===== src/rtl/ptw_pkg.sv =====
package ptw_pkg;
    localparam int PTW_AW = 32;
    localparam int PTW_NW = 3;
    localparam int PTW_FW = 3;

    typedef enum logic [PTW_FW-1:0] {
        FLT_NONE      = 3'd0,
        FLT_ALIGN     = 3'd1,
        FLT_SEC_XLATE = 3'd2,
        FLT_PG_XLATE  = 3'd3,
        FLT_SEC_PERM  = 3'd4,
        FLT_PG_PERM   = 3'd5
    } flt_e;

    typedef enum logic [1:0] {
        ST_IDLE = 2'd0,
        ST_L1   = 2'd1,
        ST_L2   = 2'd2,
        ST_DONE = 2'd3
    } st_e;

    typedef enum logic [1:0] {
        DK_FAULT = 2'd0,
        DK_TABLE = 2'd1,
        DK_BLOCK = 2'd2
    } dkind_e;

    typedef struct packed {
        st_e               st;
        logic [PTW_AW-1:0] va;
        logic              wr;
        logic              priv;
        logic              sys;
        logic              rom;
        logic [PTW_AW-1:0] addr;
        logic [PTW_AW-1:0] pa;
        flt_e              flt;
    } walk_s;
endpackage


===== src/rtl/ptw_l1_addr.sv =====
module ptw_l1_addr
    import ptw_pkg::*;
(
    input  logic [PTW_AW-1:0] va,
    input  logic [PTW_AW-1:0] ttb_lo,
    input  logic [PTW_AW-1:0] ttb_hi,
    input  logic [PTW_NW-1:0] split,
    output logic [PTW_AW-1:0] addr
);
    localparam logic [PTW_AW-1:0] ONES     = {PTW_AW{1'b1}};
    localparam logic [PTW_AW-1:0] HI_BASE  = ONES << 14;
    localparam logic [PTW_AW-1:0] WORD_MSK = ONES << 2;

    logic [PTW_AW-1:0] top_mask;
    logic              use_hi;
    logic [PTW_AW-1:0] base_lo;
    logic [PTW_AW-1:0] idx_lo;
    logic [PTW_AW-1:0] hi_addr;

    always_comb begin
        top_mask = ~(ONES >> split);
        use_hi   = (split != '0) && ((va & top_mask) != '0);
        base_lo  = ttb_lo & (ONES << (5'd14 - 5'(split)));
        idx_lo   = ((va << split) >> (5'd18 + 5'(split))) & WORD_MSK;
        hi_addr  = (ttb_hi & HI_BASE) | {18'b0, va[31:20], 2'b00};
        addr     = use_hi ? hi_addr : (base_lo | idx_lo);
    end
endmodule


===== src/rtl/ptw_desc_decode.sv =====
module ptw_desc_decode
    import ptw_pkg::*;
#(
    parameter bit LEVEL2 = 1'b0
) (
    input  logic [PTW_AW-1:0] desc,
    input  logic [PTW_AW-1:0] va,
    output dkind_e            kind,
    output logic [PTW_AW-1:0] pa,
    output logic [PTW_AW-1:0] next_addr,
    output logic [1:0]        ap
);
    generate
        if (LEVEL2) begin : g_l2
            logic unused_l2;
            assign unused_l2 = ^{desc[11:6], desc[3:2], va[31:16]};
            always_comb begin
                next_addr = '0;
                ap        = desc[5:4];
                kind      = DK_BLOCK;
                pa        = {desc[31:12], va[11:0]};
                case (desc[1:0])
                    2'd0: begin
                        kind = DK_FAULT;
                        pa   = '0;
                    end
                    2'd1: pa = {desc[31:16], va[15:0]};
                    default: ;
                endcase
            end
        end else begin : g_l1
            logic unused_l1;
            assign unused_l1 = ^{desc[15:12], desc[9:2], va[31:24]};
            always_comb begin
                next_addr = {desc[31:10], va[19:12], 2'b00};
                ap        = desc[11:10];
                pa        = '0;
                kind      = DK_FAULT;
                case (desc[1:0])
                    2'd1: kind = DK_TABLE;
                    2'd2: begin
                        kind = DK_BLOCK;
                        if (desc[17] || desc[16])
                            pa = {desc[31:24], va[23:0]};
                        else
                            pa = {desc[31:20], va[19:0]};
                    end
                    default: kind = DK_FAULT;
                endcase
            end
        end
    endgenerate
endmodule


===== src/rtl/ptw_perm.sv =====
module ptw_perm (
    input  logic [1:0] ap,
    input  logic       is_write,
    input  logic       priv,
    input  logic       sys_bit,
    input  logic       rom_bit,
    output logic       allow
);
    always_comb begin
        case (ap)
            2'd0:    allow = !is_write && ((sys_bit && priv) || rom_bit);
            2'd1:    allow = priv;
            2'd2:    allow = !is_write || priv;
            default: allow = 1'b1;
        endcase
    end
endmodule


===== src/rtl/ptw_walker.sv =====
module ptw_walker
    import ptw_pkg::*;
(
    input  logic              clk,
    input  logic              rst_n,
    input  logic              req_valid,
    input  logic [31:0]       req_va,
    input  logic              req_write,
    input  logic [1:0]        req_size,
    input  logic              req_priv,
    input  logic              mmu_en,
    input  logic              align_en,
    input  logic [31:0]       ttb_lo,
    input  logic [31:0]       ttb_hi,
    input  logic [2:0]        ttb_split,
    input  logic              ctl_sys,
    input  logic              ctl_rom,
    output logic              busy,
    output logic              mem_req,
    output logic [31:0]       mem_addr,
    input  logic              mem_ack,
    input  logic [31:0]       mem_rdata,
    output logic              done,
    output logic [2:0]        fault
    ,
    output logic [31:0]       pa
);
    walk_s w_q, w_d;

    logic [PTW_AW-1:0] l1_addr;
    dkind_e            l1_kind, l2_kind;
    logic [PTW_AW-1:0] l1_pa, l2_pa, l1_next, unused_l2_next;
    logic [1:0]        l1_ap, l2_ap, ap_sel;
    logic              perm_ok;
    logic              misaligned;

    ptw_l1_addr u_l1_addr (
        .va     (req_va),
        .ttb_lo (ttb_lo),
        .ttb_hi (ttb_hi),
        .split  (ttb_split),
        .addr   (l1_addr)
    );

    ptw_desc_decode #(.LEVEL2(1'b0)) u_dec_l1 (
        .desc      (mem_rdata),
        .va        (w_q.va),
        .kind      (l1_kind),
        .pa        (l1_pa),
        .next_addr (l1_next),
        .ap        (l1_ap)
    );

    ptw_desc_decode #(.LEVEL2(1'b1)) u_dec_l2 (
        .desc      (mem_rdata),
        .va        (w_q.va),
        .kind      (l2_kind),
        .pa        (l2_pa),
        .next_addr (unused_l2_next),
        .ap        (l2_ap)
    );

    assign ap_sel = (w_q.st == ST_L2) ? l2_ap : l1_ap;

    ptw_perm u_perm (
        .ap       (ap_sel),
        .is_write (w_q.wr),
        .priv     (w_q.priv),
        .sys_bit  (w_q.sys),
        .rom_bit  (w_q.rom),
        .allow    (perm_ok)
    );

    assign misaligned = align_en &&
                        (((req_size == 2'd2) && (req_va[1:0] != 2'b00)) ||
                         ((req_size == 2'd1) && req_va[0]));

    always_comb begin
        w_d = w_q;
        case (w_q.st)
            ST_IDLE: begin
                if (req_valid) begin
                    w_d.va   = req_va;
                    w_d.wr   = req_write;
                    w_d.priv = req_priv;
                    w_d.sys  = ctl_sys;
                    w_d.rom  = ctl_rom;
                    if (!mmu_en) begin
                        w_d.pa  = req_va;
                        w_d.flt = FLT_NONE;
                        w_d.st  = ST_DONE;
                    end else if (misaligned) begin
                        w_d.pa  = '0;
                        w_d.flt = FLT_ALIGN;
                        w_d.st  = ST_DONE;
                    end else begin
                        w_d.addr = l1_addr;
                        w_d.st   = ST_L1;
                    end
                end
            end
            ST_L1: begin
                if (mem_ack) begin
                    case (l1_kind)
                        DK_TABLE: begin
                            w_d.addr = l1_next;
                            w_d.st   = ST_L2;
                        end
                        DK_BLOCK: begin
                            w_d.pa  = perm_ok ? l1_pa : '0;
                            w_d.flt = perm_ok ? FLT_NONE : FLT_SEC_PERM;
                            w_d.st  = ST_DONE;
                        end
                        default: begin
                            w_d.pa  = '0;
                            w_d.flt = FLT_SEC_XLATE;
                            w_d.st  = ST_DONE;
                        end
                    endcase
                end
            end
            ST_L2: begin
                if (mem_ack) begin
                    w_d.st = ST_DONE;
                    if (l2_kind == DK_FAULT) begin
                        w_d.pa  = '0;
                        w_d.flt = FLT_PG_XLATE;
                    end else begin
                        w_d.pa  = perm_ok ? l2_pa : '0;
                        w_d.flt = perm_ok ? FLT_NONE : FLT_PG_PERM;
                    end
                end
            end
            default: w_d.st = ST_IDLE;
        endcase
    end

    always_ff @(posedge clk or negedge rst_n) begin
        if (!rst_n) begin
            w_q <= '{st: ST_IDLE, flt: FLT_NONE, default: '0};
        end else begin
            w_q <= w_d;
        end
    end

    assign busy     = (w_q.st != ST_IDLE);
    assign mem_req  = (w_q.st == ST_L1) || (w_q.st == ST_L2);
    assign mem_addr = w_q.addr;
    assign done     = (w_q.st == ST_DONE);
    assign pa       = w_q.pa;
    assign fault    = w_q.flt;
endmodule


===== config.mk =====
export PLATFORM = sky130hd
export DESIGN_NAME = ptw_walker
export DESIGN_NICKNAME = d
export VERILOG_FILES = /design/src/rtl/ptw_pkg.sv /design/src/rtl/ptw_l1_addr.sv /design/src/rtl/ptw_desc_decode.sv /design/src/rtl/ptw_perm.sv /design/src/rtl/ptw_walker.sv
export SDC_FILE = /design/constraint.sdc
export NUM_CORES = 1
export LEC_CHECK = 0
export BUFFER_PORTS_ARGS = -buffer_cell sky130_fd_sc_hd__buf_4
export CORE_MARGIN = 4
export CORE_UTILIZATION = 28
export CTS_BUF_LIST = sky130_fd_sc_hd__clkbuf_16
export DETAILED_ROUTE_END_ITERATION = 8
export PLACE_DENSITY = 0.55
export SLEW_MARGIN = 20
export SYNTH_ARGS = -nofsm -noshare
export SYNTH_HDL_FRONTEND = slang
export SYNTH_HIERARCHICAL = 1
export SYNTH_SLANG_ARGS = --single-unit

===== constraint.sdc =====
create_clock -name clk -period 6.56 [get_ports clk]
set_input_delay 0.328 -clock clk [delete_from_list [all_inputs] [get_ports clk]]
set_output_delay 0.328 -clock clk [all_outputs]
set_load 0.01 [all_outputs]

==> results of run 1 <==
[final cells by class]
cell class	count	share of cell area
clock inverters	7	0.0110
clock buffers	9	0.0261
flip-flops and latches	97	0.281
inverters	21	0.00914
repair buffers	204	0.178
multi-input cells	517	0.446
well taps	335	0.0486
[power by group]
part	internal [µW]	switching (µW)	total, µW	leakage [µW]
registers	918	181	1100	0.00115
clock network	335	246	581	0.000155
logic	834	1020	1850	0.00250
[layer usage]
layer / track usage / vias to the layer above
li1: - / 2901
met1: 0.228 / 2946
met2: 0.253 / 236
met3: 0.0388 / 21
met4: 0.0338 / 0
met5: 0 / -
[critical path, stage by stage]
cell and delay (ps):
buf_4 350, inv_1 270, ha_1 850, inv_1 400
or3_1 450, a32oi_1 180, o31ai_1 130, mux2_4 300
a22oi_1 260, a21oi_1 120
[state kept, by name, indices dropped and copies added, names as in the netlist]
register	count
mem_addr	32
pa	32
fault	3
w_q	30
[repair_timing]
| item | 4_1_cts | 5_1_grt |
|---|---|---|
| hold buffers | 1 | 0 |
| setup buffers | 0 | 0 |
| hold endpoints to repair | 38 | 0 |
[stage by stage]
step,instance area (µm²),utilization,setup WS [ps]
floorplan,7450,-,4210
global placement,8300,0.318,2920
detailed placement,8300,0.318,2900
CTS,8630,0.330,3260
global route,8630,0.330,3010
finish,8630,0.330,3130
[final timing paths]
path | end | cells after the start | from
max | mem_addr[9]$_DFFE_PN0P_ | 10 | ttb_split[2]
min | w_q[67]$_DFFE_PN0P_ | 2 | ctl_rom
max reg2reg | pa[31]$_DFFE_PN0P_ | 11 | w_q[103]$_DFFE_PN0P_
min reg2reg | w_q[93]$_DFFE_PN0P_ | 1 | w_q[93]$_DFFE_PN0P_
max in group asynchronous | mem_addr[30]$_DFFE_PN0P_ | 3 | rst_n
min in group asynchronous | pa[4]$_DFFE_PN0P_ | 2 | rst_n
==> flow_metrics.py, run 1 <==
metrics = {
    "cells_and_area": {
        "multiInputGateArea_mm2": 0.00385,
        "final_cell_mix": "buf_4 (203), a21oi_1 (105), dfrtp_1 (97), nor2_1 (47), mux2_2 (39)",
        "antennaDiodeCount": 0,
        "layout.nets": 1006,
        "area_delta_synth_final_pct": 15.9,
        "regArea_mm2": 0.00243,
        "nFillCells": 2766,
        "fin_cells": 1190,
        "layout_commonest_cell": "buf_4",
        "drive_above_1_share": 0.371,
    },
    "sta": {
        "timing.final.crit_period_ps": 3430,
        "slew_viol_final": 0,
        "max_freq_mhz": 291,
        "finalCritPeriodShare": 0.523,
        "slew_headroom": 0.305,
        "fin_hold_ws_ps": 208,
        "rsz0062_at_grt": "false",
        "setup_viol": 0,
        "worstMarginPinSlew_ps": 1040,
        "fin_skew_ps": 6.57,
        "tns_ps": 0,
        "hold_viol": 0,
    },
    "placement": {
        "place.gp.congestion": 0.846,
        "dp_cells": 1173,
        "hpwl_um": 17800,
        "io_buffers": 192,
    },
    "clock_network": {
        "clk_path_buf_depth": 2,
        "clk_pin_slew_ps": 70,
        "clk_latency_ps": 350,
        "clock-sinks": 97,
        "cts_buffers": 9,
        "htree_levels": 3,
        "cts_tree": "yes",
        "cts_root_buf": "clkbuf_16",
        "cts_resized": 0,
    },
    "global_routing": {
        "grt_pass1_wl_um": 36500,
        "grt_max_degree": 60,
        "grt_pass1_vias": 5949,
        "track_usage": 0.162,
        "grt-ovfl-total": 0,
        "grt_antenna_before_repair": 0,
    },
    "detailed_routing": {
        "ant_nets": 0,
        "post-route-drc-count": 0,
        "met2_length_um": 11200,
        "wl_met3_um": 1760,
        "avgRoutedWirePerCell_um": 20.5,
        "wl_met1_um": 11100,
        "routed-via-count": 6104,
        "firstDrtPassIters": 6,
        "drtIter0Drc": 558,
        "highest_layer": "met4",
        "via_per_inst": 5.13,
        "drt_wl_total_um": 24400,
    },
    "power": {
        "power_uw": 3530,
        "pwr_density_cell_mw_per_mm2": 410,
        "p_leak_uw": 0.00380,
        "ir_drop_mv": 0.158,
    },
    "floorplan": {
        "chipHeight_um": 171,
        "die_x_um": 171,
        "core_area_mm2": 0.0261,
        "rows": 59,
        "fp.dieArea_mm2": 0.0293,
        "start_util": 0.285,
        "ios": 213,
    },
    "flow_run": {
        "max_cap_viol_count": 0,
    },
    "worst_hold_path": {
        "hold_class": "in2reg",
    },
    "status": {
        "run_status": "completed",
    },
    "critical_path": {
        "cp.required_ps": 6770,
        "path_class": "in2reg",
        "reg2reg_slack_ps": 3330,
        "critPathArrivalTime_ps": 3650,
        "setup.worst_path.start_class": "input port",
        "end_kind": "flop",
        "path_max_fanout": 35,
    },
    "logic_synthesis": {
        "yosysWarnings": 6,
        "synthCells": 797,
        "netlist_area_mm2": 0.00744,
        "syn_avg_cell_area_um2": 9.34,
    },
}
Power figures use the tool's default switching activity.
==> run 2: changes to the inputs <==
PLACE_DENSITY = 0.57   (was 0.55)
clock period = 2.8 ns   (was 6.56 ns; I/O delays follow)
==> flow_metrics.py, run 2 (synthesis gave the netlist of run 1 again) <==
metrics = {
    "cells_and_area": {
        "layout_commonest_cell": "buf_4",
        "area_delta_synth_final_pct": 17.4,
        "final_cell_mix": "buf_4 (214), a21oi_1 (105), dfrtp_1 (97), nor2_1 (47), mux2_2 (39)",
        "drive_above_1_share": 0.381,
        "layout.nets": 1020,
        "antennaDiodeCount": 0,
        "nFillCells": 2787,
    },
    "detailed_routing": {
        "firstDrtPassIters": 6,
        "post-route-drc-count": 0,
        "routed-via-count": 6239,
        "avgRoutedWirePerCell_um": 20.2,
        "ant_nets": 0,
        "drt_wl_total_um": 24300,
        "via_per_inst": 5.18,
        "drtIter0Drc": 504,
    },
    "clock_network": {
        "clock-sinks": 97,
        "clk_pin_slew_ps": 80,
        "cts_root_buf": "clkbuf_16",
        "post_cts_buffers": 0,
        "clk_path_buf_depth": 2,
        "clk_latency_ps": 350,
        "cts_tree": "yes",
        "htree_levels": 3,
        "cts_buffers": 9,
    },
    "floorplan": {
        "die_x_um": 171,
        "start_util": 0.285,
        "ios": 213,
        "chipHeight_um": 171,
        "fp.dieArea_mm2": 0.0293,
        "core_area_mm2": 0.0261,
        "rows": 59,
    },
    "worst_hold_path": {
        "hold_class": "in2reg",
    },
    "critical_path": {
        "setup.worst_path.start_class": "flop",
        "cp.required_ps": 3070,
        "path_max_fanout": 17,
        "crit_family": "compound AO/OA/AOI/OAI gates",
        "crit_chain": "inv_1, ha_2, mux2_2, nor2b_2, o32ai_1, a21oi_1, nand2_1, nor2_2, buf_4, a222oi_1, a21oi_1",
        "cpPeakStageDelay_ps": 430,
        "path_class": "reg2reg",
        "critPathSlowestCell": "dfrtp_1",
        "end_kind": "flop",
        "cp_common_cell": "a21oi_1",
        "critPathArrivalTime_ps": 2820,
        "worst-path-buf-inv": 2,
    },
    "placement": {
        "place.gp.congestion": 0.891,
        "io_buffers": 192,
        "hpwl_um": 18200,
    },
    "global_routing": {
        "grt_pass1_vias": 6177,
        "grt_antenna_before_repair": 0,
        "grt_pass1_wl_um": 37000,
        "grt-ovfl-total": 0,
        "track_usage": 0.163,
        "grt_max_degree": 55,
    },
    "power": {
        "ir_drop_mv": 0.446,
        "power_uw": 8250,
        "pwr_density_cell_mw_per_mm2": 944,
        "p_leak_uw": 0.00386,
    },
    "sta": {
        "slew_headroom": 0.506,
        "finalCritPeriodShare": 0.911,
        "rsz0062_at_grt": "false",
        "tns_ps": 0,
        "max_freq_mhz": 392,
        "fin_skew_ps": 10.6,
        "hold_viol": 0,
        "worstMarginPinSlew_ps": 738,
        "timing.final.crit_period_ps": 2550,
        "slew_viol_final": 0,
        "setup_viol": 0,
    },
    "status": {
        "run_status": "completed",
    },
    "flow_run": {
        "max_cap_viol_count": 0,
    },
}
[run 2: cell count changes in the layout (fill, tap and decap cells not counted), moves of 2 or more]
cell / change
buf_4: +11
buf_12: +3
clkinv_4: -2
clkinvlp_4: +2
[run 2: cell type report]
cell class	instances	area, µm²	area share
Clock buffer	9	225	0.0258
Clock inverter	7	70.1	0.00801
Inverter	21	78.8	0.00902
Multi-Input combinational cell	517	3850	0.440
Sequential cell	97	2430	0.278
Tap cell	335	419	0.0479
Timing Repair Buffer	218	1680	0.192
[run 2: routing by layer]
| metal | up-vias | track usage | wire length [µm] | share of wire |
|---|---|---|---|---|
| li1 | 2930 | - | - | - |
| met1 | 3042 | 0.222 | 10700 | 0.44 |
| met2 | 245 | 0.263 | 11400 | 0.47 |
| met3 | 22 | 0.0377 | 1810 | 0.074 |
| met4 | 0 | 0.0365 | 383 | 0.016 |
| met5 | - | 0 | 0 | 0 |
[run 2: power breakdown]
group	total [µW]	switching (µW)	internal (µW)
combinational	4410	2420	2000
sequential	2580	427	2150
clock	1260	570	692
[run 2: path summary, 6_finish.rpt]
check	start	cells after the start	slack [ps]	end
max in group asynchronous	rst_n	3	1740	pa[22]$_DFFE_PN0P_
min in group asynchronous	rst_n	2	350	w_q[104]$_DFFE_PN0P_
min	ctl_sys	2	30	w_q[68]$_DFFE_PN0P_
max reg2reg	w_q[103]$_DFFE_PN0P_	11	250	pa[17]$_DFFE_PN0P_
min reg2reg	w_q[93]$_DFFE_PN0P_	1	500	w_q[93]$_DFFE_PN0P_
max	w_q[103]$_DFFE_PN0P_	11	250	pa[17]$_DFFE_PN0P_
[run 2: metrics by stage]
stage | area, µm² | setup slack, ps | cells | util | hold slack, ps
floorplan | 7450 | 450 | 798 | - | -156
global placement | 8440 | 236 | 1187 | 0.323 | 181
detailed placement | 8440 | 209 | 1187 | 0.323 | 193
CTS | 8740 | 173 | 1204 | 0.334 | 3.95
global route | 8740 | 3.25 | 1204 | 0.335 | 6.34
finish | 8740 | 248 | 1204 | 0.335 | 25.7
[run 2: repair_timing]
item / in CTS / in global routing
endpoints found under the setup margin: 0 / 23
endpoints found under the hold margin: 43 / 0
hold buffers: 1 / 0
resized for setup: 0 / 1
==> run 3: changes to the inputs <==
PLACE_DENSITY = 0.55   (was 0.57)
clock period = 2.55 ns   (was 2.8 ns; I/O delays follow)
==> flow_metrics.py, run 3 (synthesis gave the netlist of run 1 again) <==
metrics = {
    "cells_and_area": {
        "layout_commonest_cell": "buf_4",
        "final_cell_mix": "buf_4 (213), a21oi_1 (104), dfrtp_1 (96), nor2_1 (47), mux2_2 (39)",
        "fin_cells": 1210,
        "drive_above_1_share": 0.387,
        "antennaDiodeCount": 0,
        "area_delta_synth_final_pct": 19.4,
        "finish.instance_area_mm2": 0.00889,
        "layout.nets": 1026,
    },
    "sta": {
        "slew_viol_final": 0,
        "finalCritPeriodShare": 0.914,
        "setup_viol": 0,
        "max_freq_mhz": 429,
        "fin_hold_ws_ps": 16.5,
        "tns_ps": 0,
        "hold_viol": 0,
        "fin_skew_ps": 8.24,
        "slew_headroom": 0.574,
        "rsz0062_at_grt": "false",
        "timing.final.crit_period_ps": 2330,
        "worstMarginPinSlew_ps": 636,
    },
    "floorplan": {
        "start_util": 0.285,
        "fp.dieArea_mm2": 0.0293,
        "chipHeight_um": 171,
        "die_x_um": 171,
        "ios": 213,
        "core_area_mm2": 0.0261,
        "rows": 59,
    },
    "power": {
        "pwr_density_cell_mw_per_mm2": 1040,
        "p_leak_uw": 0.00393,
        "ir_drop_mv": 0.697,
    },
    "detailed_routing": {
        "firstDrtPassIters": 6,
        "post-route-drc-count": 0,
        "via_per_inst": 5.14,
        "routed-via-count": 6218,
        "drt_wl_total_um": 24600,
        "avgRoutedWirePerCell_um": 20.3,
        "ant_nets": 0,
        "drtIter0Drc": 445,
    },
    "critical_path": {
        "critPathArrivalTime_ps": 2600,
        "startpoint": "w_q[103]$_DFFE_PN0P_",
        "worst-path-buf-inv": 2,
        "end_kind": "flop",
        "cp.required_ps": 2820,
        "path_class": "reg2reg",
        "setup.worst_path.start_class": "flop",
        "reg2reg_slack_ps": 220,
        "cpPeakStageDelay_ps": 390,
        "path_max_fanout": 24,
        "critPathSlowestCell": "dfrtp_1",
        "crit_family": "compound AO/OA/AOI/OAI gates",
        "crit_chain": "inv_2, ha_2, mux2_2, nor2b_2, o32ai_2, a21oi_2, nand2_2, nor2_2, buf_12, a222oi_1, a21oi_1",
        "r2r_start": "w_q[103]$_DFFE_PN0P_",
    },
    "global_routing": {
        "grt_pass1_vias": 6121,
        "grt_pass1_wl_um": 37000,
        "grt_antenna_before_repair": 0,
        "grt-ovfl-total": 0,
        "grt_max_degree": 71,
        "track_usage": 0.163,
    },
    "placement": {
        "place.gp.congestion": 0.873,
        "io_buffers": 192,
        "dp_cells": 1190,
        "hpwl_um": 18100,
        "place_area_mm2": 0.00851,
    },
    "status": {
        "run_status": "completed",
    },
    "worst_hold_path": {
        "hold_path_startpoint": "ctl_rom",
        "hold_class": "in2reg",
    },
    "clock_network": {
        "clk_path_buf_depth": 2,
        "cts_tree": "yes",
        "cts_buffers": 9,
        "clk_pin_slew_ps": 70,
        "clock-sinks": 97,
        "htree_levels": 3,
        "clk_latency_ps": 350,
        "cts_root_buf": "clkbuf_16",
    },
    "flow_run": {
        "max_cap_viol_count": 0,
    },
}
run 3: path summary, 6_finish.rpt:
| kind | depth (start not counted) | to |
|---|---|---|
| setup / recovery | 11 | pa[26]$_DFFE_PN0P_ |
| hold / removal | 2 | w_q[67]$_DFFE_PN0P_ |
| setup reg to reg | 11 | pa[26]$_DFFE_PN0P_ |
| hold reg to reg | 1 | w_q[93]$_DFFE_PN0P_ |
| max in group asynchronous | 3 | w_q[90]$_DFFE_PN0P_ |
| min in group asynchronous | 2 | pa[4]$_DFFE_PN0P_ |
run 3: metal layers:
metal | vias up | part of all wire | global-route usage
li1 | 2928 | - | -
met5 | - | 0 | 0
met1 | 3043 | 0.46 | 0.231
met2 | 225 | 0.46 | 0.255
met3 | 22 | 0.067 | 0.0402
met4 | 0 | 0.014 | 0.0344
run 3: per-stage QoR:
stage	util	worst slack, ps	power (µW)
6_report	0.340	220	9270
4_1_cts	0.339	73.6	9340
2_1_floorplan	-	200	6540
5_1_grt	0.340	23.2	9940
3_3_place_gp	0.326	120	7720
3_5_place_dp	0.326	103	7800
run 3: layout make-up:
class | count | area, µm²
inverter | 21 | 78.8
sequential | 97 | 2430
timing repair buffer | 224 | 1780
fill | 2705 | 17200
multi-input combinational | 517 | 3860
clock buffer | 9 | 225
tap | 335 | 419
clock inverter | 7 | 91.3
run 3: power breakdown:
part	total [µW]	leakage (µW)	switching, µW	internal, µW
Combinational	4950	0.00262	2680	2260
Clock	1490	0.000158	634	861
Sequential	2830	0.00115	462	2360
Total	9270	0.00393	3780	5490
run 3: timing repair:
| item | 4_1_cts | 5_1_grt |
|---|---|---|
| hold endpoints to repair | 42 | 0 |
| buffers inserted | 0 | 0 |
| hold buffers | 4 | 0 |
| resized for setup | 0 | 6 |
| setup endpoints to repair | 0 | 32 |
